$ cat src/rtl/rqseg_pkg.sv
package rqseg_pkg;

  localparam int SEG_W  = 13;   // piece length, up to 4096
  localparam int LOWA_W = 7;    // completion low address width
  localparam int PAGE   = 4096;

  localparam logic [2:0] CPL_OK = 3'd0;

  typedef enum logic [1:0] {
    ST_IDLE,
    ST_ISSUE,
    ST_DRAIN,
    ST_FIN
  } ctl_state_e;

  // size cap from a 3-bit select: 128 << sel, clamped at 4096
  function automatic logic [SEG_W-1:0] size_cap(input logic [2:0] sel);
    if (sel >= 3'd5) return SEG_W'(PAGE);
    return SEG_W'(128) << sel;
  endfunction

  // bytes from an address to the next page edge
  function automatic logic [SEG_W-1:0] to_page_edge(input logic [11:0] low);
    return SEG_W'(PAGE) - {1'b0, low};
  endfunction

  function automatic logic [SEG_W-1:0] min3(input logic [SEG_W-1:0] a,
                                            input logic [SEG_W-1:0] b,
                                            input logic [SEG_W-1:0] c);
    logic [SEG_W-1:0] m;
    m = (a < b) ? a : b;
    return (m < c) ? m : c;
  endfunction

endpackage

$ cat src/rtl/rqseg_split.sv
module rqseg_split
  import rqseg_pkg::*;
#(
  parameter int ADDR_W = 32,
  parameter int LEN_W  = 16
) (
  input  logic              clk,
  input  logic              rst_n,
  input  logic              load,
  input  logic              ld_write,
  input  logic [ADDR_W-1:0] ld_addr,
  input  logic [LEN_W-1:0]  ld_len,
  input  logic [2:0]        ld_rd_sel,
  input  logic [2:0]        ld_wr_sel,
  input  logic              step,
  output logic [ADDR_W-1:0] seg_addr,
  output logic [SEG_W-1:0]  seg_len,
  output logic [LEN_W-1:0]  seg_off,
  output logic              seg_write,
  output logic              seg_last
);

  logic [ADDR_W-1:0] addr_q;
  logic [LEN_W-1:0]  left_q;
  logic [LEN_W-1:0]  off_q;
  logic              wr_q;
  logic [2:0]        sel_q;
  logic [SEG_W-1:0]  cap_q;
  logic [SEG_W-1:0]  left_clip;

  always_ff @(posedge clk) begin
    if (!rst_n) begin
      addr_q <= '0;
      left_q <= '0;
      off_q  <= '0;
      wr_q   <= 1'b0;
      sel_q  <= '0;
      cap_q  <= '0;
    end else if (load) begin
      addr_q <= ld_addr;
      left_q <= ld_len;
      off_q  <= '0;
      wr_q   <= ld_write;
      sel_q  <= ld_write ? ld_wr_sel : ld_rd_sel;
      cap_q  <= size_cap(ld_write ? ld_wr_sel : ld_rd_sel);
    end else if (step) begin
      addr_q <= addr_q + ADDR_W'(seg_len);
      left_q <= left_q - LEN_W'(seg_len);
      off_q  <= off_q + LEN_W'(seg_len);
    end
  end

  always_comb begin
    left_clip = (left_q >= LEN_W'(PAGE)) ? SEG_W'(PAGE) : left_q[SEG_W-1:0];
    seg_len   = min3(cap_q, left_clip, to_page_edge(addr_q[11:0]));
    seg_last  = (left_q == LEN_W'(seg_len));
  end

  assign seg_addr  = addr_q;
  assign seg_off   = off_q;
  assign seg_write = wr_q;

  // cap restated as a right shift of the page size
  logic [SEG_W-1:0] alt_cap;
  assign alt_cap = (sel_q >= 3'd5) ? SEG_W'(PAGE) : (SEG_W'(PAGE) >> (3'd5 - sel_q));

  a_r1_read_cap: assert property (@(posedge clk) disable iff (!rst_n)
    (step && !wr_q) |-> (seg_len <= alt_cap && seg_len != '0));

  a_r2_write_cap: assert property (@(posedge clk) disable iff (!rst_n)
    (step && wr_q) |-> (seg_len <= alt_cap && seg_len != '0));

  a_r3_no_cross: assert property (@(posedge clk) disable iff (!rst_n)
    step |-> (({1'b0, addr_q[11:0]} + seg_len) <= SEG_W'(PAGE)));

  a_r3_contiguous: assert property (@(posedge clk) disable iff (!rst_n)
    (step && !seg_last) |=> (addr_q == $past(addr_q) + ADDR_W'($past(seg_len))));

endmodule

$ cat src/rtl/rqseg_tagpool.sv
module rqseg_tagpool #(
  parameter int TAGS  = 32,
  parameter int TAG_W = $clog2(TAGS)
) (
  input  logic             clk,
  input  logic             rst_n,
  input  logic             alloc,
  input  logic             rel,
  input  logic [TAG_W-1:0] rel_tag,
  output logic [TAG_W-1:0] alloc_tag,
  output logic             free_any,
  output logic             all_free,
  output logic [TAGS-1:0]  free_vec
);

  logic [TAGS-1:0] free_q;
  logic [TAGS-1:0] clr_vec;
  logic [TAGS-1:0] set_vec;

  // lowest free tag wins
  always_comb begin
    alloc_tag = '0;
    for (int i = TAGS - 1; i >= 0; i--) begin
      if (free_q[i]) alloc_tag = TAG_W'(i);
    end
  end

  assign clr_vec  = alloc ? (TAGS'(1) << alloc_tag) : '0;
  assign set_vec  = rel   ? (TAGS'(1) << rel_tag)   : '0;
  assign free_any = |free_q;
  assign all_free = &free_q;
  assign free_vec = free_q;

  always_ff @(posedge clk) begin
    if (!rst_n) free_q <= '1;
    else        free_q <= (free_q & ~clr_vec) | set_vec;
  end

  a_r4_alloc_from_free: assert property (@(posedge clk) disable iff (!rst_n)
    alloc |-> free_q[alloc_tag]);

  a_r4_alloc_takes: assert property (@(posedge clk) disable iff (!rst_n)
    alloc |=> !free_q[$past(alloc_tag)]);

  a_r5_release_busy: assert property (@(posedge clk) disable iff (!rst_n)
    rel |-> !free_q[rel_tag]);

endmodule

$ cat src/rtl/rqseg_cpltab.sv
module rqseg_cpltab
  import rqseg_pkg::*;
#(
  parameter int TAGS  = 32,
  parameter int TAG_W = $clog2(TAGS),
  parameter int LEN_W = 16
) (
  input  logic              clk,
  input  logic              rst_n,
  input  logic              wr_en,
  input  logic [TAG_W-1:0]  wr_tag,
  input  logic [SEG_W-1:0]  wr_len,
  input  logic [LEN_W-1:0]  wr_off,
  input  logic [LOWA_W-1:0] wr_lowa,
  input  logic [TAGS-1:0]   busy,
  input  logic              cpl_valid,
  input  logic [TAG_W-1:0]  cpl_tag,
  input  logic [2:0]        cpl_status,
  input  logic [SEG_W-1:0]  cpl_byte_count,
  input  logic [LOWA_W-1:0] cpl_lower_addr,
  input  logic [SEG_W-1:0]  cpl_dlen,
  output logic              place_valid,
  output logic [LEN_W-1:0]  place_offset,
  output logic              rel,
  output logic [TAG_W-1:0]  rel_tag,
  output logic              err_evt
);

  logic [SEG_W-1:0]  rem_q  [TAGS];
  logic [SEG_W-1:0]  len_q  [TAGS];
  logic [LEN_W-1:0]  off_q  [TAGS];
  logic [LOWA_W-1:0] lowa_q [TAGS];

  logic              hit;
  logic              bad;
  logic              good;
  logic [SEG_W-1:0]  rem_c;
  logic [SEG_W-1:0]  got_c;
  logic [SEG_W-1:0]  rem_next;
  logic [LOWA_W-1:0] exp_lowa;

  always_comb begin
    hit      = cpl_valid && busy[cpl_tag];
    rem_c    = rem_q[cpl_tag];
    got_c    = len_q[cpl_tag] - rem_c;
    exp_lowa = lowa_q[cpl_tag] + got_c[LOWA_W-1:0];
    bad      = (cpl_status != CPL_OK)
            || (cpl_byte_count != rem_c)
            || (cpl_lower_addr != exp_lowa)
            || (cpl_dlen == '0)
            || (cpl_dlen > rem_c);
    good     = hit && !bad;
    rem_next = rem_c - cpl_dlen;
  end

  assign err_evt      = hit && bad;
  assign place_valid  = good;
  assign place_offset = off_q[cpl_tag] + LEN_W'(got_c);
  assign rel          = err_evt || (good && rem_next == '0);
  assign rel_tag      = cpl_tag;

  always_ff @(posedge clk) begin
    if (!rst_n) begin
      for (int i = 0; i < TAGS; i++) begin
        rem_q[i]  <= '0;
        len_q[i]  <= '0;
        off_q[i]  <= '0;
        lowa_q[i] <= '0;
      end
    end else begin
      if (wr_en) begin
        rem_q[wr_tag]  <= wr_len;
        len_q[wr_tag]  <= wr_len;
        off_q[wr_tag]  <= wr_off;
        lowa_q[wr_tag] <= wr_lowa;
      end
      if (good) rem_q[cpl_tag] <= rem_next;
    end
  end

  a_r5_stray_quiet: assert property (@(posedge clk) disable iff (!rst_n)
    (cpl_valid && !busy[cpl_tag]) |-> (!place_valid && !rel && !err_evt));

  a_r6_partial_keeps: assert property (@(posedge clk) disable iff (!rst_n)
    (place_valid && !rel) |=> (rem_q[$past(cpl_tag)] == $past(rem_c) - $past(cpl_dlen)));

endmodule

$ cat src/rtl/rqseg_top.sv
module rqseg_top
  import rqseg_pkg::*;
#(
  parameter int ADDR_W = 32,
  parameter int LEN_W  = 16,
  parameter int TAGS   = 32,
  parameter int TAG_W  = $clog2(TAGS)
) (
  input  logic              clk,
  input  logic              rst_n,
  input  logic              xfer_valid,
  output logic              xfer_ready,
  input  logic              xfer_write,
  input  logic [ADDR_W-1:0] xfer_addr,
  input  logic [LEN_W-1:0]  xfer_len,
  input  logic [2:0]        cfg_rd_sel,
  input  logic [2:0]        cfg_wr_sel,
  output logic              req_valid,
  input  logic              req_ready,
  output logic              req_write,
  output logic [ADDR_W-1:0] req_addr,
  output logic [12:0]       req_len,
  output logic [TAG_W-1:0]  req_tag,
  output logic [LEN_W-1:0]  req_offset,
  input  logic              cpl_valid,
  input  logic [TAG_W-1:0]  cpl_tag,
  input  logic [2:0]        cpl_status,
  input  logic [12:0]       cpl_byte_count,
  input  logic [6:0]        cpl_lower_addr,
  input  logic [12:0]       cpl_dlen,
  output logic              place_valid,
  output logic [LEN_W-1:0]  place_offset,
  output logic              xfer_done,
  output logic              xfer_err
);

  ctl_state_e state_q;
  logic       err_q;

  // named internal events
  logic              start;
  logic              start_zero;
  logic              fire;
  logic              alloc;
  logic              err_evt;
  logic              rel;
  logic [TAG_W-1:0]  rel_tag;
  logic [TAG_W-1:0]  alloc_tag;
  logic              free_any;
  logic              all_free;
  logic [TAGS-1:0]   free_vec;
  logic [ADDR_W-1:0] seg_addr;
  logic [SEG_W-1:0]  seg_len;
  logic [LEN_W-1:0]  seg_off;
  logic              seg_write;
  logic              seg_last;

  assign xfer_ready = (state_q == ST_IDLE);
  assign start      = xfer_valid && xfer_ready;
  assign start_zero = start && (xfer_len == '0);
  assign req_valid  = (state_q == ST_ISSUE) && (seg_write || free_any);
  assign fire       = req_valid && req_ready;
  assign alloc      = fire && !seg_write;

  assign req_write  = seg_write;
  assign req_addr   = seg_addr;
  assign req_len    = seg_len;
  assign req_offset = seg_off;
  assign req_tag    = seg_write ? '0 : alloc_tag;

  assign xfer_done  = (state_q == ST_FIN);
  assign xfer_err   = xfer_done && err_q;

  rqseg_split #(.ADDR_W(ADDR_W), .LEN_W(LEN_W)) u_split (
    .clk       (clk),
    .rst_n     (rst_n),
    .load      (start),
    .ld_write  (xfer_write),
    .ld_addr   (xfer_addr),
    .ld_len    (xfer_len),
    .ld_rd_sel (cfg_rd_sel),
    .ld_wr_sel (cfg_wr_sel),
    .step      (fire),
    .seg_addr  (seg_addr),
    .seg_len   (seg_len),
    .seg_off   (seg_off),
    .seg_write (seg_write),
    .seg_last  (seg_last)
  );

  rqseg_tagpool #(.TAGS(TAGS), .TAG_W(TAG_W)) u_pool (
    .clk       (clk),
    .rst_n     (rst_n),
    .alloc     (alloc),
    .rel       (rel),
    .rel_tag   (rel_tag),
    .alloc_tag (alloc_tag),
    .free_any  (free_any),
    .all_free  (all_free),
    .free_vec  (free_vec)
  );

  rqseg_cpltab #(.TAGS(TAGS), .TAG_W(TAG_W), .LEN_W(LEN_W)) u_tab (
    .clk            (clk),
    .rst_n          (rst_n),
    .wr_en          (alloc),
    .wr_tag         (alloc_tag),
    .wr_len         (seg_len),
    .wr_off         (seg_off),
    .wr_lowa        (seg_addr[LOWA_W-1:0]),
    .busy           (~free_vec),
    .cpl_valid      (cpl_valid),
    .cpl_tag        (cpl_tag),
    .cpl_status     (cpl_status),
    .cpl_byte_count (cpl_byte_count),
    .cpl_lower_addr (cpl_lower_addr),
    .cpl_dlen       (cpl_dlen),
    .place_valid    (place_valid),
    .place_offset   (place_offset),
    .rel            (rel),
    .rel_tag        (rel_tag),
    .err_evt        (err_evt)
  );

  always_ff @(posedge clk) begin
    if (!rst_n) begin
      state_q <= ST_IDLE;
      err_q   <= 1'b0;
    end else begin
      if (start)        err_q <= start_zero;
      else if (err_evt) err_q <= 1'b1;
      unique case (state_q)
        ST_IDLE:  if (start) state_q <= start_zero ? ST_FIN : ST_ISSUE;
        ST_ISSUE: if (fire && seg_last) state_q <= seg_write ? ST_FIN : ST_DRAIN;
        ST_DRAIN: if (all_free) state_q <= ST_FIN;
        ST_FIN:   state_q <= ST_IDLE;
        default:  state_q <= ST_IDLE;
      endcase
    end
  end

  a_r10_zero_reject: assert property (@(posedge clk) disable iff (!rst_n)
    start_zero |=> (xfer_done && xfer_err && !req_valid));

  a_r7_err_frees_tag: assert property (@(posedge clk) disable iff (!rst_n)
    (cpl_valid && cpl_status != CPL_OK && !free_vec[cpl_tag]) |=>
      (free_vec[$past(cpl_tag)] && (err_q || xfer_done)));

  a_r9_write_done: assert property (@(posedge clk) disable iff (!rst_n)
    (fire && seg_write && seg_last) |=> xfer_done);

  a_r11_idle_quiet: assert property (@(posedge clk) disable iff (!rst_n)
    xfer_ready |-> (!req_valid && !xfer_done));

endmodule

$ cat config.mk
export PLATFORM = sky130hd
export DESIGN_NAME = rqseg_top
export DESIGN_NICKNAME = d
export VERILOG_FILES = /design/src/rtl/rqseg_pkg.sv /design/src/rtl/rqseg_split.sv /design/src/rtl/rqseg_tagpool.sv /design/src/rtl/rqseg_cpltab.sv /design/src/rtl/rqseg_top.sv
export SDC_FILE = /design/constraint.sdc
export NUM_CORES = 2
export LEC_CHECK = 0
export BUFFER_PORTS_ARGS = -buffer_cell sky130_fd_sc_hd__buf_2
export CAP_MARGIN = 40
export CORE_UTILIZATION = 35
export CTS_BUF_LIST = sky130_fd_sc_hd__clkbuf_8
export DETAILED_ROUTE_END_ITERATION = 8
export GPL_TIMING_DRIVEN = 1
export PLACE_DENSITY = 0.52
export SYNTH_ARGS = -nofsm -noshare
export SYNTH_HDL_FRONTEND = slang
export SYNTH_SLANG_ARGS = --single-unit
$ cat constraint.sdc
create_clock -name clk -period 9.8 [get_ports clk]
set_input_delay 0 -clock clk [delete_from_list [all_inputs] [get_ports clk]]
set_output_delay 0 -clock clk [all_outputs]
set_load 0.005 [all_outputs]
## Yosys cells after proc, flatten, opt, wreduce, memory -nomap -nowiden

Memories as Yosys holds them, arrays and structs flattened.
Cells that the tools add are included.

| storage, ports and cells | value |
|---|---|
| bits in registers | 113 |
| RAM bits | 1568 |
| bits of input ports | 101 |
| output and inout port bits | 88 |
| memories | 4 |

Memory list:

| name | depth | bits a word | rd ports | clocked after memory_dff | wr ports | RTL line | source |
|---|---|---|---|---|---|---|---|
| u_tab.off_q | 32 | 16 | 1 | 0 | 32 | rqseg_cpltab.sv:31 | `logic [LEN_W-1:0] off_q [TAGS];` |
| u_tab.len_q | 32 | 13 | 1 | 0 | 32 | rqseg_cpltab.sv:30 | `logic [SEG_W-1:0] len_q [TAGS];` |
| u_tab.rem_q | 32 | 13 | 1 | 0 | 32 | rqseg_cpltab.sv:29 | `logic [SEG_W-1:0] rem_q [TAGS];` |
| u_tab.lowa_q | 32 | 7 | 1 | 0 | 32 | rqseg_cpltab.sv:32 | `logic [LOWA_W-1:0] lowa_q [TAGS];` |

| cells by class | value |
|---|---|
| add/sub/neg operators | 8 |
| $lt $le $gt $ge | 6 |
| equality and inequality tests | 9 |
| shift operators | 3 |
| multiplexer cells | 80 |
| bitwise gates (word level) | 5 |
| reductions and logical operators | 35 |

Operators with widths:

| cell | number |
|---|---|
| 5-bit 2-to-1 mux | 38 |
| 32-bit 2-to-1 mux | 4 |
| 13-bit 2-to-1 mux | 8 |
| 32-bit NOT | 2 |
| 1-bit by 5-bit left shift with 32-bit output (first input constant) | 2 |
| 16-bit 2-to-1 mux | 3 |
| 13-bit OR reduction | 3 |
| 16-bit by 13-bit adder with 16-bit output | 2 |
| 32-bit by 13-bit adder with 32-bit output | 1 |
| 32-bit bitwise AND | 1 |
| 32-bit bitwise OR | 1 |
| 32-bit AND reduction | 1 |
| 32-bit OR reduction | 1 |
| 13-bit logical NOT | 2 |
| 13-bit less-than comparator | 2 |
| 13-bit subtractor | 2 |
| 1-bit 2-to-1 mux | 19 |
| 16-bit by 13-bit equality test with 1-bit output | 1 |
| 16-bit by 13-bit greater-or-equal comparator with 1-bit output (second input constant) | 1 |
| 16-bit logical NOT | 1 |
| 16-bit OR reduction | 1 |
| 16-bit by 13-bit subtractor with 16-bit output | 1 |
| 13-bit > comparator | 1 |
| 13-bit inequality test | 1 |
| other kinds (25) | 47 |

## Depth between registers and ports, before layout

| depth | value |
|---|---|
| depth in word-level cells | 37 |
| gate-level depth with buffers | 38 |
| mapped depth without buffers | 34 |

## Hierarchy

A second synthesis with hierarchy kept.

| second synthesis, totals | value |
|---|---|
| cell total of the unflattened synthesis | 6630 |
| area, all modules | 84860.1 um2 |

Modules (own cells, without submodules):

| module | times used | cells each | area an instance (um2) | seq. area each (um2) |
|---|---|---|---|---|
| rqseg_cpltab | 1 | 5508 | 76079.2 | 47085.2 |
| rqseg_split | 1 | 813 | 6456.2 | 1421.4 |
| rqseg_tagpool | 1 | 234 | 1868.0 | 640.6 |
| rqseg_top | 1 | 75 | 456.7 | 60.1 |

## Least setup slack after synthesis

No wires, ideal clock.

| timing path | value |
|---|---|
| path kind | register -> register |
| start | register u_split.left_q[13] |
| end | register u_split.addr_q[16], in the netlist u_split.seg_addr[16] |
| library setup time | 0.086 ns |
| arrival time | 8.484 ns |
| path slack | 1.230 ns |
| stages on the path, launching flop included | 34 |
| buffers on the path | 5 |
| path through | dfxtp_1 or2_2 or3_1 clkbuf_1 clkinv_1 nand2_1 ha_1 a2111oi_0 o21ai_0 a21oi_1 clkbuf_1 o21ai_0 ha_1 a21o_1 a21o_1 a21o_1 a21oi_1 o21ai_0 a21oi_1 buf_2 mux2i_1 clkbuf_1 clkbuf_1 inv_1 fa_1 a21o_1 a21oi_1 o21bai_1 a2111oi_0 nor3_1 o311ai_1 a21boi_0 xnor2_1 a211oi_1 |

| on the way | value |
|---|---|
| word-level cells in the longest chain between the ends | 9 |

RTL lines:

| what | RTL line | source |
|---|---|---|
| start, declared | rqseg_split.sv:24 | `logic [LEN_W-1:0] left_q;` |
| start signal, assigned | rqseg_split.sv:41 | `left_q <= ld_len;` |
| start signal, assigned | rqseg_split.sv:48 | `left_q <= left_q - LEN_W'(seg_len);` |
| 16-bit by 13-bit greater-or-equal comparator with 1-bit output * | rqseg_split.sv:54 | `left_clip = (left_q >= LEN_W'(PAGE)) ? SEG_W'(PAGE) : left_q[SEG_W-1:0];` |
| 13-bit 2-to-1 mux * | rqseg_split.sv:54 |  |
| 13-bit less-than comparator | rqseg_pkg.sv:31 | `m = (a < b) ? a : b;` |
| 13-bit 2-to-1 mux * | rqseg_pkg.sv:31 |  |
| 13-bit less-than comparator | rqseg_pkg.sv:32 | `return (m < c) ? m : c;` |
| 13-bit 2-to-1 mux * | rqseg_pkg.sv:32 |  |
| via req_len[1] | rqseg_top.sv:22 | `output logic [12:0] req_len,` |
| 32-bit by 13-bit adder with 32-bit output * | rqseg_split.sv:47 | `addr_q <= addr_q + ADDR_W'(seg_len);` |
| 32-bit 2-to-1 mux * | rqseg_split.sv:46 | `end else if (step) begin` |
| 32-bit 2-to-1 mux * | rqseg_split.sv:39 | `end else if (load) begin` |
| end signal, assigned | rqseg_split.sv:40 | `addr_q <= ld_addr;` |
| end signal, assigned | rqseg_split.sv:47 |  |
| end, declared | rqseg_split.sv:23 | `logic [ADDR_W-1:0] addr_q;` |

Mark *: on every way through the listed nets, which the timed path passes. The rest lies on a longest branch. The select of a mux whose other input is x is not followed.
A chain may end at the register's enable or synchronous reset.

## Worst setup path after layout

| timing path | value |
|---|---|
| start | register u_split.left_q[13] |
| end | register u_split.addr_q[28], in the netlist u_split.seg_addr[28] |

| on the way | value |
|---|---|
| word-level cells in the longest chain between the ends | 9 |

RTL lines:

| what | RTL line |
|---|---|
| 16-bit by 13-bit greater-or-equal comparator with 1-bit output * | rqseg_split.sv:54 |
| 13-bit 2-to-1 mux * | rqseg_split.sv:54 |
| 13-bit less-than comparator | rqseg_pkg.sv:31 |
| 13-bit 2-to-1 mux * | rqseg_pkg.sv:31 |
| 13-bit less-than comparator | rqseg_pkg.sv:32 |
| 13-bit 2-to-1 mux * | rqseg_pkg.sv:32 |
| 32-bit by 13-bit adder with 32-bit output * | rqseg_split.sv:47 |
| 32-bit 2-to-1 mux * | rqseg_split.sv:46 |
| 32-bit 2-to-1 mux * | rqseg_split.sv:39 |

Every way passes the cells marked *; elsewhere a longest branch is shown, timed or not. The select of a mux whose other input is x is not followed.

==> results.md <==
- For this configuration, the core starts out at a cell density of 0.353.
- The number of pins exceeding their max-slew limit in the final report is 0.
- The setup path with the least slack is of type flip-flop to flip-flop.
- Across the routed clock network, the largest skew measured is 107 ps.
- Along the worst hold path, the cell count comes to 4.
- The weighted congestion reported at the end of routability-driven placement is between 0.9 and 1.
- The first detailed-routing pass ran for 6 iterations.
- The first global-routing pass estimated 416 mm of wire.
- The final hold violation count is 0.
- Detailed placement ended at an HPWL of 181 mm.
- The setup slack of the most critical reg-to-reg path is around 570 ps.
- The number of antenna violations at the first check in global routing is 21.
- Data on the critical path is required at its endpoint by 10820 ps.
- The number of remaining DRC errors is 0.
- IR analysis of the VDD net gives a maximum drop of 0.309 mV.
- Total power for the finished layout comes to 21.1 mW.
- The clock latency reported for the late side of the worst-skew pair is 1080 ps.
- Row generation in the floorplan step produced between 150 and 200 rows.
- Counting flops with a built-in enable in the synthesized netlist gives 1568.
- The worst relative slew slack is 0.318.
- The instance area after placement is 87300 um2.
- The filler cells instantiated in the layout total 21200.
- The ratio of total power to cell area is 223 nW/um2.
- In this run the vertical extent of the chip is 484 um.
- Hold timing on the final database bottoms out at a slack of 39.6 ps.
- The final net count is approximately 6600.
- Adding up every negative setup slack in the final design gives 0 ps.
- The number of global-route vias before repair came to 56100.
- The per-instance average area after synthesis is 13.6 um2.
- The sink count of the clock tree is 1674.
- The count of placed standard cells in the final layout, fillers left out is approximately 9700.
- The number of nets handed over by synthesis was 6205.
- The maximum number of pins on one net before global-route repair is 85.
- The run finished with clean final reports.
- The TritonCTS buffer count is 309.
- The leftover overflow at the end of global routing is 0.
- Static timing analysis puts the maximum clock frequency at 0.108 GHz.
- STA classifies the critical path endpoint as a flip-flop.
- By area the synthesized netlist is led by edfxtp_1 58%, mux4_2 13%, and2_1 5.1%.
- The slew at the pin with the worst max-slew slack is 1020 ps.
- For this design, the slowest cell found on the critical path is a2111oi_0.
- In this run, synthesis produced a sequential element count of 1674.
- The tool flagged a number of max-cap violations equal to 0.
- The share of the Yosys chip area taken by registers is 0.605.
- In this run the worst path has a maximum fanout of 13.
- During I/O placement, the number of pins put on the boundary was roughly 190.
- After the first detailed-routing iteration, the DRC count stood at roughly 7000.
- The number of warnings reported in the yosys synthesis log is 0.
- The maximum number of buffers from clock root to sink is 4.
- The worst setup path is launched from a flip-flop.
- The finished cells cover ~95000 um2.
- For hold timing, the worst endpoint is u_pool.free_vec[18]$_SDFF_PN1_.
- edfxtp_1 takes more of the synthesized area than any other cell.
- Input and output buffers added on the ports amount to 188.
- The H-tree was split into 5 levels.
- In this run the cell area of the synthesized design comes to about 81000 um2.
- The area growth from synthesis to layout is 16.4%.
- The total vias in the final route is 56600.
- For this run, the total global-route usage over all layers was measured as 0.246.
- The floorplan core area is 231000 um2.
- Of the available clock period, the critical path in the final layout requires 0.942.
- Data arrives at the worst endpoint at between 10000 and 15000 ps.
- The worst register-to-register path begins at u_split.left_q[13]$_SDFFE_PN0P_.
- The final setup violation count is 0.
- The clock transition at the register clock pins on the worst setup and hold paths after CTS is 60 ps.
- The async set-reset flop share out of synthesis is 0.
- Using the TritonRoute via totals, the vias-per-cell ratio works out to 5.87.
- The share of synthesized area in the top cell type comes to 0.579.
- Setup repair after global routing left no endpoint under its margin.
- By count the netlist is led by 1568 x edfxtp_1, 673 x nor2_1, 657 x and2_1.
- The leakage power of the design is 33.3 nW.
- The cell sitting at the root of the clock tree is a clkbuf_8.
- The die covers roughly 230000 um2.
- The worst register-to-register path has a depth of 33.
- The number of different library cells used by synthesis comes to 84.
- The most used standard cell by instance count after synthesis is edfxtp_1.
- On the worst path, the slowest cell contributes a delay of 840 ps.
- Post-CTS repair changed the size of 0 cells.
- Dividing the detail-routed wire length by the instance count gives 30.4 um.
- Including well taps, the total number of placed cells is 8912.
- The cell count after synthesis came out at 5991.
- Among all flip-flop cells after synthesis, the most frequent one is edfxtp_1.
- The routed design could run at a clock period as short as 9230 ps.
- The die extent in x is 484 um.
- The total wire length after detailed routing is just under 300 mm.
- The path type of the worst min-delay path is input port to flip-flop.
- The CTS tree is done.
- The count of nets left with antenna violations once routing finished came out at 0.
- The worst register-to-register path ends at u_split.seg_addr[28]$_SDFFE_PN0P_.
- Of the cells placed in the final design, the portion with a size suffix greater than 1 is 0.217.
- The worst hold path begins at cpl_tag[1].
[report_power, final]
part | leakage (nW) | switching, mW | internal, mW
Clock | 2.98 | 3.01 | 2.97
Combinational | 13.6 | 4.68 | 2.15
Sequential | 16.7 | 0.182 | 8.15
[state kept, by name (all words and copies together), names as in the netlist]
signal and count:
err_q 1, state_q 2, u_pool.free_vec 32, u_split.cap_q 6
u_split.left_q 16, u_split.seg_addr 32, u_split.seg_off 16, u_split.seg_write 1
u_tab.len_q 416, u_tab.lowa_q 224, u_tab.off_q 512, u_tab.rem_q 416
[what timing repair did]
action	CTS	global route
hold buffers	223	0
hold endpoints to repair	193	0
setup endpoints to repair	0	0
buffers inserted	0	0
[worst max-delay path by stage]
stage | start | to | slack [ps] | cells after the start
2_1_floorplan | u_split.left_q[13]$_SDFFE_PN0P_ | u_split.seg_addr[16]$_SDFFE_PN0P_ | 1230 | 33
3_3_place_gp | u_split.left_q[13]$_SDFFE_PN0P_ | u_split.seg_addr[21]$_SDFFE_PN0P_ | 1320 | 30
3_5_place_dp | u_split.left_q[13]$_SDFFE_PN0P_ | u_split.seg_addr[16]$_SDFFE_PN0P_ | 1260 | 32
4_1_cts | u_split.left_q[13]$_SDFFE_PN0P_ | u_split.seg_addr[16]$_SDFFE_PN0P_ | 670 | 33
5_1_grt | u_split.left_q[13]$_SDFFE_PN0P_ | u_split.seg_addr[16]$_SDFFE_PN0P_ | 160 | 33
6_report | u_split.left_q[13]$_SDFFE_PN0P_ | u_split.seg_addr[28]$_SDFFE_PN0P_ | 570 | 33
[critical path: cells and delay by family, from the launching register on]
kind,cells,cell delay [ps]
AO/OA/AOI/OAI,17,4580
XOR/XNOR,1,150
adder cells (fa/ha/maj),4,1290
buffers and inverters,5,1350
flip-flops,1,320
multiplexers,1,340
AND/OR/NAND/NOR,5,1130
[cell type report]
class,count,area [um2],share of cell area
inverter,111,417,0.00440
clock inverter,198,840,0.00886
clock buffer,313,4310,0.0455
timing repair buffer,693,6030,0.0636
tap,3026,3790,0.0400
multi-input combinational,3632,30100,0.318
antenna,10,25.0,0.000264
sequential,1674,49200,0.520
[cells in the final DEF (no fill, tap or decap), types with 106 or more instances in the layout]
master and count:
edfxtp_1 1568, and2_1 657, nor2_1 649, mux4_2 452, o22ai_1 410, clkbuf_8 313, nand2_1 276, buf_4 225
dlygate4sd3_1 223, inv_1 201, buf_2 187, ha_1 106, dfxtp_1 106
[layer usage]
metal / global-route usage / vias up / share of wire
li1: - / 23700 / -
met2: 0.387 / 3087 / 0.46
met5: 0 / - / 0.00021
met4: 0.0930 / 10 / 0.038
met1: 0.335 / 29300 / 0.41
met3: 0.0508 / 594 / 0.092
[kinds of logic (layout without fill, tap and decap cells)]
family | Yosys count | in the layout | synth area share
flip-flops | 1674 | 1674 | 0.605
AO/OA/AOI/OAI | 953 | 953 | 0.0787
other | 0 | 10 | 0
buffers and inverters | 685 | 1315 | 0.0341
AND/OR/NAND/NOR | 1946 | 1946 | 0.120
multiplexers | 523 | 523 | 0.134
adder cells (fa/ha/maj) | 113 | 113 | 0.0180
XOR/XNOR | 97 | 97 | 0.0108
[per-stage QoR]
stage | worst slack (ps) | utilization
2_1_floorplan | 1230 | -
3_3_place_gp | 1320 | 0.374
3_5_place_dp | 1260 | 0.379
4_1_cts | 671 | 0.411
5_1_grt | 156 | 0.411
6_report | 569 | 0.411
No activity file was read; power rests on OpenSTA's default activity.
